**config.mk**
```make
export PLATFORM = sky130hd
export DESIGN_NAME = spike_encoder
export DESIGN_NICKNAME = d
export VERILOG_FILES = /design/src/rtl/spk_pkg.sv /design/src/rtl/spk_lfsr.sv /design/src/rtl/spk_step_timer.sv /design/src/rtl/spk_channel.sv /design/src/rtl/spike_encoder.sv
export SDC_FILE = /design/constraint.sdc
export NUM_CORES = 1
export LEC_CHECK = 0
export ABC_AREA = 1
export BUFFER_PORTS_ARGS = -buffer_cell sky130_fd_sc_hd__buf_2
export CAP_MARGIN = 20
export CORE_ASPECT_RATIO = 0.6
export CORE_MARGIN = 1
export CORE_UTILIZATION = 40
export DETAILED_ROUTE_END_ITERATION = 8
export GPL_TIMING_DRIVEN = 0
export MAX_ROUTING_LAYER = met4
export PLACE_DENSITY_LB_ADDON = 0.05
export SYNTH_ARGS = -nofsm -noshare
export SYNTH_HDL_FRONTEND = slang
export SYNTH_HIERARCHICAL = 1
export SYNTH_SLANG_ARGS = --single-unit
export TNS_END_PERCENT = 30
```
**constraint.sdc**
```tcl
create_clock -name clk -period 1.68 [get_ports clk]
set_input_delay 0 -clock clk [delete_from_list [all_inputs] [get_ports clk]]
set_output_delay 0 -clock clk [all_outputs]
set_load 0.01 [all_outputs]
```
**src/rtl/spk_pkg.sv**
```systemverilog
package spk_pkg;
  localparam int VAL_W  = 8;
  localparam int RND_W  = 16;
  localparam int CNT_W  = VAL_W + 1;
  localparam logic [CNT_W-1:0] CNT_END = CNT_W'(1 << VAL_W);

  // Fibonacci step, taps 16,14,13,11
  function automatic logic [RND_W-1:0] lfsr_next(input logic [RND_W-1:0] s);
    return {s[RND_W-2:0], s[15] ^ s[13] ^ s[12] ^ s[10]};
  endfunction

  // Rotate state left by 2*c, keep the upper byte
  function automatic logic [VAL_W-1:0] chan_draw(input logic [RND_W-1:0] s, input int c);
    logic [2*RND_W-1:0] dbl;
    logic [2*RND_W-1:0] sh;
    dbl = {s, s};
    sh  = dbl >> (RND_W - ((2 * c) % RND_W));
    return sh[RND_W-1 -: VAL_W];
  endfunction

  // Latency slot: fires when step index equals max - v
  function automatic logic ttfs_hit(input logic [CNT_W-1:0] cnt, input logic [VAL_W-1:0] v);
    return (v != '0) && (cnt == {1'b0, ~v});
  endfunction
endpackage

```
**src/rtl/spk_lfsr.sv**
```systemverilog
module spk_lfsr
  import spk_pkg::*;
#(
  parameter logic [RND_W-1:0] SEED = 16'hACE1
) (
  input  logic             clk,
  input  logic             rst_n,
  input  logic             advance,
  input  logic             load,
  input  logic [RND_W-1:0] seed,
  output logic [RND_W-1:0] state
);
  logic [RND_W-1:0] safe_seed;
  assign safe_seed = (seed == '0) ? RND_W'(1) : seed;

  always_ff @(posedge clk) begin
    if (!rst_n)       state <= (SEED == '0) ? RND_W'(1) : SEED;
    else if (load)    state <= safe_seed;
    else if (advance) state <= lfsr_next(state);
  end
endmodule

```
**src/rtl/spk_step_timer.sv**
```systemverilog
module spk_step_timer
  import spk_pkg::*;
(
  input  logic             clk,
  input  logic             rst_n,
  input  logic             start,
  input  logic             step,
  output logic [CNT_W-1:0] cnt
);
  logic at_end;
  assign at_end = (cnt == CNT_END);

  always_ff @(posedge clk) begin
    if (!rst_n)               cnt <= '0;
    else if (start)           cnt <= '0;
    else if (step && !at_end) cnt <= cnt + 1'b1;
  end
endmodule

```
**src/rtl/spk_channel.sv**
```systemverilog
module spk_channel
  import spk_pkg::*;
(
  input  logic             clk,
  input  logic             rst_n,
  input  logic             ld_we,
  input  logic [VAL_W-1:0] ld_val,
  input  logic             start,
  input  logic             step,
  input  logic             mode,
  input  logic [VAL_W-1:0] draw,
  input  logic [CNT_W-1:0] cnt,
  output logic             spike,
  output logic             fired,
  output logic             nonzero
);
  logic [VAL_W-1:0] val_q;
  logic rate_hit;
  logic lat_hit;

  assign rate_hit = (draw < val_q);
  assign lat_hit  = ttfs_hit(cnt, val_q) && !fired;
  assign nonzero  = (val_q != '0);

  always_ff @(posedge clk) begin
    if (!rst_n) begin
      val_q <= '0;
      fired <= 1'b0;
      spike <= 1'b0;
    end else begin
      if (ld_we) val_q <= ld_val;
      if (start) begin
        fired <= 1'b0;
        spike <= 1'b0;
      end else if (step) begin
        if (mode) begin
          spike <= lat_hit;
          if (lat_hit) fired <= 1'b1;
        end else begin
          spike <= rate_hit;
        end
      end else begin
        spike <= 1'b0;
      end
    end
  end
endmodule

```
**src/rtl/spike_encoder.sv**
```systemverilog
module spike_encoder
  import spk_pkg::*;
#(
  parameter int NCH = 4,
  parameter logic [RND_W-1:0] SEED = 16'hACE1,
  localparam int IW = (NCH > 1) ? $clog2(NCH) : 1
) (
  input  logic             clk,
  input  logic             rst_n,
  input  logic             ld_en,
  input  logic [IW-1:0]    ld_idx,
  input  logic [VAL_W-1:0] ld_val,
  input  logic             seed_ld,
  input  logic [RND_W-1:0] seed_val,
  input  logic             mode,
  input  logic             step,
  input  logic             start,
  output logic [NCH-1:0]   spikes
);
  logic [RND_W-1:0] lfsr_q;
  logic [CNT_W-1:0] step_cnt;
  logic [NCH-1:0]   fired_q;
  logic [NCH-1:0]   nz_mask;
  logic             rnd_advance;

  assign rnd_advance = step && !seed_ld;

  spk_lfsr #(.SEED(SEED)) u_lfsr (
    .clk(clk), .rst_n(rst_n), .advance(rnd_advance),
    .load(seed_ld), .seed(seed_val), .state(lfsr_q)
  );

  spk_step_timer u_timer (
    .clk(clk), .rst_n(rst_n), .start(start), .step(step), .cnt(step_cnt)
  );

  for (genvar c = 0; c < NCH; c++) begin : g_ch
    logic [VAL_W-1:0] draw_c;
    logic             we_c;
    assign draw_c = chan_draw(lfsr_q, c);
    assign we_c   = ld_en && (ld_idx == IW'(c));
    spk_channel u_ch (
      .clk(clk), .rst_n(rst_n), .ld_we(we_c), .ld_val(ld_val),
      .start(start), .step(step), .mode(mode), .draw(draw_c),
      .cnt(step_cnt), .spike(spikes[c]), .fired(fired_q[c]),
      .nonzero(nz_mask[c])
    );
  end
endmodule

```
==> impl_metrics.csv <==
group,metric,value,unit
power_and_ir_drop,p_per_area,864,mW/mm2
route,drt_iter0_markers,355,
outcome,status,"finished, final reports clean",
timing,hold_violations,0,
setup_path,path_cells,"ha_1 > nand2_1 > nor2_2 > and2_1 > nand2_1 > nand2_1 > nor2_2",
clocking,cts_buffer_depth,2,
timing,slew_viol_final,0,
floorplanning,initial_utilization,0.422,
cells_and_area,stdcell_count,882,
clocking,clockRootBuffer,"clkbuf_16",
timing,setup_violations,0,
setup_path,cp.required,1.91,ns
placement,placed_cells,854,
min_path,hold_path.class,"input pin to flop",
global_route,grt_max_degree,16,
timing,skew,0.00388,ns
setup_path,path_class,"flop to flop",
clocking,cts.sinks,65,
cells_and_area,final_cell_mix,"198 x nand2_1, 121 x nor2_1, 79 x inv_1",
timing,rsz0062_at_grt,"no",
floorplanning,num_rows,28,
setup_path,critPathSlowestCell,"dfxtp_2",
route,drtPass1Iterations,5,
timing,worst_pin_slew,0.665,ns
placement,io_buffers,36,
placement,placed_area,0.00462,mm2
clocking,clock_latency,0.34,ns
route,routedWlPerCell,14.4,um
cells_and_area,stdcell_area,0.00506,mm2
cells_and_area,nets,805,
route,drc,0,
flow_run,maxCapViolations,0,
clocking,cts_buffers,9,
yosys,synth_nets,746,
yosys,netlist_area,0.00428,mm2
setup_path,cpMostUsedCell,"nand2_1",
setup_path,crit_family,"simple AND/OR/NAND/NOR gates",
timing,fin_crit,1.54,ns
global_route,grt_overflow_total,0,
yosys,yosysWarnings,6,
placement,dpl.hpwl,9.49,mm
global_route,antenna_found_initial,0,
clocking,post_cts_buffers,0,
clocking,tritoncts,"yes",
placement,gp_congestion,0.834,
setup_path,critical_path.max_fanout,12,
yosys,syn_inst,683,
route,ant_nets,0,
clocking,h-tree-depth,3,
floorplanning,core,0.0101,mm2
setup_path,end_kind,"flop",
power_and_ir_drop,leakage,2.35,nW
cells_and_area,layout_commonest_cell,"nand2_1",
global_route,grtUsageTotal,0.255,
route,vias,4260,
route,wirelength,12.7,mm
setup_path,cp.buffers_inverters,0,
timing,slew-limit-headroom,0.555,
cells_and_area,diodes,0,
route,routed_via_density,4.83,
clocking,path_clk_slew,0.05,ns
global_route,grt_pass1_vias,3782,
cells_and_area,area_growth,18.3,%
floorplanning,die-area,0.0111,mm2
setup_path,cp_data_arrival_time,1.76,ns
global_route,grt_pass1_wl,20.1,mm
timing,period_share,0.914,
timing,max_freq,651,MHz
setup_path,slowest_delay,0.50,ns
power_and_ir_drop,peakVddDrop,0.605,mV
floorplanning,die_w,135,um
yosys,avgSynthCellArea,6.26,um2
floorplanning,floorplan.die.height,82.1,um
setup_path,startpoint_type,"flop",
cells_and_area,drive_gt1_frac,0.141,
floorplanning,pin_count,37,
## worst reg2reg max path, stage by stage (launching register included)
cell	delay [ns]
dfxtp_2	0.50
ha_1	0.25
nand2_1	0.08
nor2_2	0.26
and2_1	0.18
nand2_1	0.05
nand2_1	0.08
nor2_2	0.03
## power by group
group          internal, mW  leakage, nW  total (mW)  switching (mW)
Sequential             1.62        0.534        1.72           0.103
Clock                  1.27        0.153        1.96           0.689
Combinational         0.281         1.66       0.689           0.409
Total                  3.17         2.35        4.37            1.20
## state kept, by name, indices dropped and copies added (netlist names)
signal / count
g_ch.u_ch/val_q: 32
u_lfsr/state: 16
u_timer/cnt: 9
g_ch.u_ch/fired: 4
g_ch.u_ch/spike: 4
## metal layers
layer  GRT usage  wire length [um]
met2       0.362              5010
met1       0.364              6780
met3      0.0488               787
met5           -                 0
met4      0.0708               162
## stage by stage
stage	worst slack [ns]	hold slack, ns	TNS (ns)	util	total power, mW
floorplan	0.349	0.122	0	-	2.18
global placement	0.0141	0.238	0	0.457	2.40
detailed placement	-0.00567	0.240	-0.00567	0.457	2.41
CTS	0.187	0.00631	0	0.499	4.39
global route	0.00945	0.0368	0	0.500	4.60
finish	0.144	0.0112	0	0.500	4.37
## final cells by class
type	instances	area, um2
Sequential cell	65	1310
Multi-Input combinational cell	501	2480
Timing Repair Buffer	48	300
Buffer	12	92.6
Clock inverter	2	35.0
Tap cell	135	169
Fill cell	1048	5070
Inverter	105	399
Clock buffer	14	274
## final timing paths
check | start | endpoint | slack (ns) | depth (start not counted)
worst min register to register | g_ch[1].u_ch/fired | g_ch[1].u_ch/fired | 0.47 | 2
worst max register to register | u_timer/cnt[1] | u_timer/cnt[8] | 0.14 | 7
worst min-delay path | ld_val[0] | g_ch[2].u_ch/val_q[0] | 0.01 | 3
worst max-delay path | u_timer/cnt[1] | u_timer/cnt[8] | 0.14 | 7
## what timing repair did
item	in CTS	in global routing
endpoints found under the setup margin	1	1
hold buffers	12	0
gates resized for setup	2	1
hold endpoints to repair	12	0
No activity file was read; power rests on OpenSTA's default activity.
